<file path="src/rtl/wdt_pkg.sv">
package wdt_pkg;

    localparam int BASE_LOG = 7;
    localparam int SEL_W    = 3;
    localparam int NUM_SEL  = 1 << SEL_W;
    localparam int CNT_W    = BASE_LOG + NUM_SEL - 1;

    localparam logic [7:0] SERVICE_KEY = 8'hAC;

    localparam int RUN_POS = 4;
    localparam int SEL_LSB = 1;
    localparam int WIN_LSB = 5;

    typedef enum logic [1:0] {
        WIN_OPEN_ALT = 2'b00,
        WIN_HALF     = 2'b01,
        WIN_QUARTER  = 2'b10,
        WIN_OPEN     = 2'b11
    } win_code_e;

    typedef struct packed {
        logic [7:0] cfg;
        logic       served;
        logic       req;
    } wdt_state_t;

endpackage

</file>
<file path="src/rtl/wdt_cfg_decode.sv">
module wdt_cfg_decode #(
    parameter int BASE_LOG = wdt_pkg::BASE_LOG,
    parameter int SEL_W    = wdt_pkg::SEL_W,
    parameter int CNT_W    = wdt_pkg::CNT_W
) (
    input  logic [7:0]       cfg,
    output logic             run,
    output logic [CNT_W-1:0] last,
    output logic [CNT_W-1:0] closed
);
    import wdt_pkg::*;

    localparam int NSEL = 1 << SEL_W;

    logic [CNT_W-1:0] last_tab [NSEL];
    logic [SEL_W-1:0] sel;
    win_code_e        win;
    logic [CNT_W-1:0] half_len;
    logic [CNT_W-1:0] quarter_len;
    logic             spare_unused;

    for (genvar g = 0; g < NSEL; g++) begin : g_period
        assign last_tab[g] = CNT_W'((1 << (BASE_LOG + g)) - 1);
    end

    assign sel          = cfg[SEL_LSB +: SEL_W];
    assign win          = win_code_e'(cfg[WIN_LSB +: 2]);
    assign run          = cfg[RUN_POS];
    assign spare_unused = ^{cfg[7], cfg[0]};

    always_comb begin
        last        = last_tab[sel];
        half_len    = (last >> 1) + CNT_W'(1);
        quarter_len = (last >> 2) + CNT_W'(1);
        unique case (win)
            WIN_HALF:    closed = half_len;
            WIN_QUARTER: closed = quarter_len;
            default:     closed = '0;
        endcase
    end

endmodule

</file>
<file path="src/rtl/wdt_key_check.sv">
module wdt_key_check #(
    parameter int CNT_W = wdt_pkg::CNT_W
) (
    input  logic             busy,
    input  logic             wr_en,
    input  logic [7:0]       wr_data,
    input  logic             wr_bitop,
    input  logic             served,
    input  logic [CNT_W-1:0] cnt,
    input  logic [CNT_W-1:0] closed,
    output logic             clr,
    output logic             wfault
);
    import wdt_pkg::*;

    logic key_ok;
    logic in_closed;

    always_comb begin
        key_ok    = (wr_data == SERVICE_KEY) && !wr_bitop;
        in_closed = served && (cnt < closed);
        clr       = 1'b0;
        wfault    = 1'b0;
        if (wr_en && !busy) begin
            if (key_ok && !in_closed) clr    = 1'b1;
            else                      wfault = 1'b1;
        end
    end

endmodule

</file>
<file path="src/rtl/wdt_counter.sv">
module wdt_counter #(
    parameter int CNT_W = wdt_pkg::CNT_W
) (
    input  logic             clk,
    input  logic             rst_n,
    input  logic             run,
    input  logic             tick,
    input  logic             clr,
    input  logic             hold,
    input  logic [CNT_W-1:0] last,
    output logic [CNT_W-1:0] cnt_q,
    output logic             ovf
);
    logic [CNT_W-1:0] cnt_d;

    always_comb begin
        ovf   = run && tick && (cnt_q == last);
        cnt_d = cnt_q;
        if (!rst_n || hold || clr) cnt_d = '0;
        else if (run && tick)      cnt_d = cnt_q + CNT_W'(1);
    end

    always_ff @(posedge clk) begin
        cnt_q <= cnt_d;
    end

endmodule

</file>
<file path="src/rtl/win_watchdog.sv">
module win_watchdog #(
    parameter int BASE_LOG = wdt_pkg::BASE_LOG,
    parameter int SEL_W    = wdt_pkg::SEL_W,
    parameter int CNT_W    = BASE_LOG + (1 << SEL_W) - 1
) (
    input  logic       clk,
    input  logic       rst_n,
    input  logic       tick_en,
    input  logic [7:0] cfg_byte,
    input  logic       wr_en,
    input  logic [7:0] wr_data,
    input  logic       wr_bitop,
    output logic       rst_req
);
    import wdt_pkg::*;

    wdt_state_t       st_d, st_q;
    logic             run_w;
    logic [CNT_W-1:0] last_w;
    logic [CNT_W-1:0] closed_w;
    logic [CNT_W-1:0] cnt_q;
    logic             ovf_w;
    logic             clr_w;
    logic             wfault_w;
    logic             fault_w;
    logic             hold_w;
    logic             served_q;

    assign served_q = st_q.served;

    wdt_cfg_decode #(
        .BASE_LOG(BASE_LOG), .SEL_W(SEL_W), .CNT_W(CNT_W)
    ) u_decode (
        .cfg(st_q.cfg), .run(run_w), .last(last_w), .closed(closed_w)
    );

    wdt_key_check #(.CNT_W(CNT_W)) u_key (
        .busy(st_q.req), .wr_en(wr_en), .wr_data(wr_data), .wr_bitop(wr_bitop),
        .served(st_q.served), .cnt(cnt_q), .closed(closed_w),
        .clr(clr_w), .wfault(wfault_w)
    );

    assign fault_w = rst_n && !st_q.req && (wfault_w || (ovf_w && !clr_w));
    assign hold_w  = st_q.req || fault_w;

    wdt_counter #(.CNT_W(CNT_W)) u_cnt (
        .clk(clk), .rst_n(rst_n), .run(run_w), .tick(tick_en),
        .clr(clr_w), .hold(hold_w), .last(last_w),
        .cnt_q(cnt_q), .ovf(ovf_w)
    );

    always_comb begin
        st_d     = st_q;
        st_d.req = 1'b0;
        if (!rst_n || st_q.req) begin
            st_d.cfg    = cfg_byte;
            st_d.served = 1'b0;
        end else if (fault_w) begin
            st_d.served = 1'b0;
            st_d.req    = 1'b1;
        end else if (clr_w) begin
            st_d.served = 1'b1;
        end
    end

    always_ff @(posedge clk) begin
        st_q <= st_d;
    end

    assign rst_req = st_q.req;

endmodule

</file>
<file path="config.mk">
export PLATFORM = sky130hd
export DESIGN_NAME = win_watchdog
export DESIGN_NICKNAME = d
export VERILOG_FILES = /design/src/rtl/wdt_pkg.sv /design/src/rtl/wdt_cfg_decode.sv /design/src/rtl/wdt_key_check.sv /design/src/rtl/wdt_counter.sv /design/src/rtl/win_watchdog.sv
export SDC_FILE = /design/constraint.sdc
export NUM_CORES = 1
export LEC_CHECK = 0
export BUFFER_PORTS_ARGS = -buffer_cell sky130_fd_sc_hd__buf_2
export CAP_MARGIN = 15
export CORE_ASPECT_RATIO = 0.9
export CORE_MARGIN = 2
export CORE_UTILIZATION = 45
export DETAILED_ROUTE_END_ITERATION = 12
export PLACE_DENSITY = 0.65
export SYNTH_ARGS = -nofsm -noshare
export SYNTH_HDL_FRONTEND = slang
export SYNTH_SLANG_ARGS = --single-unit
</file>
<file path="constraint.sdc">
create_clock -name clk -period 7.38 [get_ports clk]
set_input_delay 2.214 -clock clk [delete_from_list [all_inputs] [get_ports clk]]
set_output_delay 2.214 -clock clk [all_outputs]
set_load 0.005 [all_outputs]
</file>
==> impl_results.html <==
<table>
<tr><th>Metric</th><th>Value</th></tr>
<tr><th colspan="2">Status</th></tr>
<tr><td>Outcome</td><td>finished clean</td></tr>
<tr><th colspan="2">Detailed routing</th></tr>
<tr><td>Wirelength per Cell</td><td>13.2 um</td></tr>
<tr><td>Iteration count of the initial detailed-routing pass</td><td>3</td></tr>
<tr><td>DR vias</td><td>1197</td></tr>
<tr><td>Wire length reported by the detailed router</td><td>2960 um</td></tr>
<tr><td>Remaining antenna violation count</td><td>0</td></tr>
<tr><td>Count of routing violations after the opening detailed-route iteration</td><td>69</td></tr>
<tr><td>DR vias/cell</td><td>5.34</td></tr>
<tr><td>Number of remaining DRC errors</td><td>0</td></tr>
<tr><th colspan="2">Setup path</th></tr>
<tr><td>Kind of end point of the critical path</td><td>register</td></tr>
<tr><td>Required time of the critical path</td><td>7500 ps</td></tr>
<tr><td>Crit-path max FO</td><td>14</td></tr>
<tr><td>Critical Path AT</td><td>3890 ps</td></tr>
<tr><td>Type of the setup path with the least slack</td><td>input pin to register</td></tr>
<tr><td>Nature of the critical path startpoint</td><td>input pin</td></tr>
<tr><td>Worst reg2reg path depth</td><td>12</td></tr>
<tr><th colspan="2">Global routing</th></tr>
<tr><td>Number of global-route vias before repair</td><td>1179</td></tr>
<tr><td>Initial antenna violation count</td><td>0</td></tr>
<tr><td>Overflow left after global routing</td><td>0</td></tr>
<tr><td>Global-route wire length before repair</td><td>5300 um</td></tr>
<tr><td>Largest net degree at the start of global routing</td><td>18</td></tr>
<tr><td>Gr usage total</td><td>0.180</td></tr>
<tr><th colspan="2">Finish</th></tr>
<tr><td>Highest-count cells in the layout ignoring fill and taps</td><td>sky130_fd_sc_hd__nor2_1 (19), sky130_fd_sc_hd__buf_2 (19), sky130_fd_sc_hd__dfxtp_1 (16)</td></tr>
<tr><td>Area added between synthesis and finish</td><td>11.0%</td></tr>
<tr><td># nets final</td><td>218</td></tr>
<tr><td>Utilization after layout</td><td>0.530</td></tr>
<tr><td>Number of inserted diodes</td><td>0</td></tr>
<tr><td># fillers</td><td>300</td></tr>
<tr><td>Share of post-route cells with drive strength above 1</td><td>0.176</td></tr>
<tr><th colspan="2">Synth</th></tr>
<tr><td>Commonest register cell after synthesis</td><td>sky130_fd_sc_hd__dfxtp_1</td></tr>
<tr><td>Adder and majority gate portion of the synthesized area</td><td>0.118</td></tr>
<tr><td>Share of async-settable or async-resettable flops after synthesis</td><td>0</td></tr>
<tr><td>Largest cells by area after synthesis</td><td>sky130_fd_sc_hd__dfxtp_1 (22%), sky130_fd_sc_hd__edfxtp_1 (12%), sky130_fd_sc_hd__ha_1 (12%)</td></tr>
<tr><td>Leading area contributor after synthesis</td><td>sky130_fd_sc_hd__dfxtp_1</td></tr>
<tr><td>Simple-Gate Fraction of Synth Area</td><td>0.273</td></tr>
<tr><td>Area fraction in compound gates after synthesis</td><td>0.124</td></tr>
<tr><td>Syn Nets</td><td>199</td></tr>
<tr><td>Mean Syn Cell Area</td><td>9.07 um^2</td></tr>
<tr><td>Share of synthesized area occupied by flip-flops and latches</td><td>0.336</td></tr>
<tr><td>Mux contribution to synthesized area</td><td>0.0219</td></tr>
<tr><td>Ys Warns</td><td>0</td></tr>
<tr><td>Count of flip-flops with a built-in enable after synthesis</td><td>6</td></tr>
<tr><td>Post-Syn Area</td><td>1490 um^2</td></tr>
<tr><td>Share of the synthesized netlist area taken by xor and xnor gates</td><td>0.0824</td></tr>
<tr><td>Largest family of logic cells by synthesized area</td><td>simple AND/OR/NAND/NOR gates</td></tr>
<tr><td>Synth cell types</td><td>48</td></tr>
<tr><td>Synthesized instance count</td><td>164</td></tr>
<tr><td>Number of register bits inferred by synthesis</td><td>22</td></tr>
<tr><td>Share of Yosys cell area claimed by the top area cell type</td><td>0.215</td></tr>
<tr><th colspan="2">Clocking</th></tr>
<tr><td>Number of CTS-inserted buffers</td><td>3</td></tr>
<tr><td>H-tree lvl count</td><td>1</td></tr>
<tr><td>Buffers inserted during post-CTS setup optimization</td><td>0</td></tr>
<tr><td>Buffer type at the clock tree root</td><td>sky130_fd_sc_hd__clkbuf_8</td></tr>
<tr><td>TritonCTS clock tree</td><td>done</td></tr>
<tr><td>Clock slew at reported path FFs</td><td>80 ps</td></tr>
<tr><td>Insertion delay of the later-clocked pin in the worst-skew pair</td><td>260 ps</td></tr>
<tr><td>Sinks on Clock Net</td><td>22</td></tr>
<tr><td>Post-cts resize count</td><td>0</td></tr>
<tr><td>Number of buffers on the longest clock path</td><td>2</td></tr>
<tr><td>CTS Hold Bufs</td><td>0</td></tr>
<tr><th colspan="2">Timing</th></tr>
<tr><td>Post-route clock skew</td><td>2.31 ps</td></tr>
<tr><td>Least-Margin Pin Slew</td><td>904 ps</td></tr>
<tr><td>Final TNS setup</td><td>0 ps</td></tr>
<tr><td>Final min period</td><td>3780 ps</td></tr>
<tr><td>Worst Hold Slack</td><td>494 ps</td></tr>
<tr><td>Final Hold Viols</td><td>0</td></tr>
<tr><td>Max transition margin</td><td>0.394</td></tr>
<tr><td>Number of setup violations in the final report</td><td>0</td></tr>
<tr><td>Setup slack after layout</td><td>3600 ps</td></tr>
<tr><td>Unrepaired setup endpoints after global routing</td><td>false</td></tr>
<tr><td>Fmax</td><td>0.265 GHz</td></tr>
<tr><td>Final Slew Violations</td><td>0</td></tr>
<tr><td>Period utilization</td><td>0.512</td></tr>
<tr><th colspan="2">Floorplan</th></tr>
<tr><td>Die X-Extent</td><td>64.6 um</td></tr>
<tr><td>Number of I/O pins</td><td>22</td></tr>
<tr><td>Effective utilization at floorplan</td><td>0.478</td></tr>
<tr><td>Area of the die</td><td>3780 um^2</td></tr>
<tr><td>Core Footprint</td><td>3110 um^2</td></tr>
<tr><td>Row cnt</td><td>19</td></tr>
<tr><td>Die height</td><td>58.5 um</td></tr>
<tr><th colspan="2">Worst hold path</th></tr>
<tr><td>Path class of the lowest-slack min-delay path</td><td>register to register</td></tr>
<tr><td>Worst hold stages</td><td>2</td></tr>
<tr><th colspan="2">Place</th></tr>
<tr><td>GPL Wtd Cong</td><td>0.880</td></tr>
<tr><td>Port-buffer cells</td><td>19</td></tr>
<tr><td>DP Wirelength</td><td>2410 um</td></tr>
<tr><td>Post-Place Worst Slack</td><td>3270 ps</td></tr>
<tr><th colspan="2">Power</th></tr>
<tr><td>Highest ir drop seen on vdd</td><td>0.122 mV</td></tr>
<tr><td>Pleak</td><td>0.000647 uW</td></tr>
<tr><td>Total power divided by cell area</td><td>152 nW/um^2</td></tr>
<tr><th colspan="2">Flow run</th></tr>
<tr><td>Max Cap Violations</td><td>0</td></tr>
</table>
==> through the flow <==
stage | area [um^2] | cells | power [uW]
5_1_grt | 1650 | 224 | 263
3_5_place_dp | 1600 | 220 | 169
6_report | 1650 | 224 | 251
2_1_floorplan | 1490 | 164 | 159
3_3_place_gp | 1600 | 220 | 167
4_1_cts | 1650 | 224 | 252
==> cell type report <==
type                       count  area [um^2]  area share
clock buffer                   4         55.1      0.0333
inverter                       7         26.3      0.0159
sequential                    22          500       0.303
tap                           42         52.6      0.0318
timing repair buffer          19         95.1      0.0576
multi-input combinational    130          922       0.558
==> Yosys cell counts (all sizes together) (3+ instances only) <==
| cell type | count |
|---|---|
| a21o | 4 |
| a21oi | 6 |
| and3 | 6 |
| buf | 4 |
| dfxtp | 16 |
| edfxtp | 6 |
| ha | 14 |
| inv | 7 |
| nand2 | 12 |
| nand3 | 6 |
| nand4 | 5 |
| nor2 | 19 |
| nor2b | 4 |
| nor3 | 3 |
| o31ai | 3 |
| or2 | 3 |
| xnor2 | 6 |
| xor2 | 8 |
==> state kept, by name (all words and copies together), names as in the netlist <==
| register | cells |
|---|---|
| st_q | 6 |
| u_cnt.cnt_q | 14 |
| served_q | 1 |
| rst_req | 1 |
==> power breakdown <==
| part | switching (uW) | total, uW | internal [uW] | leakage [uW] |
|---|---|---|---|---|
| combinational | 17.6 | 33.7 | 16.1 | 0.000429 |
| sequential | 5.18 | 132 | 127 | 0.000189 |
| clock | 37.5 | 85.0 | 47.5 | 0.0000288 |
| total | 60.3 | 251 | 191 | 0.000647 |
==> worst max-delay path, cell delays in order <==
cell,delay [ps]
sky130_fd_sc_hd__buf_2,110
sky130_fd_sc_hd__nand3_1,150
sky130_fd_sc_hd__nor3_2,330
sky130_fd_sc_hd__o21ai_1,170
sky130_fd_sc_hd__o31ai_2,810
sky130_fd_sc_hd__nor2_1,110
==> kinds of logic after synthesis <==
family | count (synthesis)
buffers and inverters | 12
and+or+nand+nor | 74
xor gates and xnor gates | 14
AOI/OAI and AO/OA | 25
adders and majority gates | 14
muxes | 3
DFF | 22
==> layer usage <==
layer	track usage	routed length (um)	part of all wire
met4	0.0547	44	0.015
met5	0	0	0
met1	0.246	1490	0.50
met2	0.298	1400	0.47
met3	0.0249	31	0.010
==> worst paths after layout <==
| path | startpoint | endpoint | slack (ps) |
|---|---|---|---|
| worst min-delay path | u_cnt.cnt_q[1] | u_cnt.cnt_q[1] | 490 |
| worst min register to register | u_cnt.cnt_q[1] | u_cnt.cnt_q[1] | 490 |
| worst max register to register | st_q[5] | rst_req | 4370 |
| worst max-delay path | tick_en | u_cnt.cnt_q[2] | 3600 |
(Power assumes the default switching activity.)
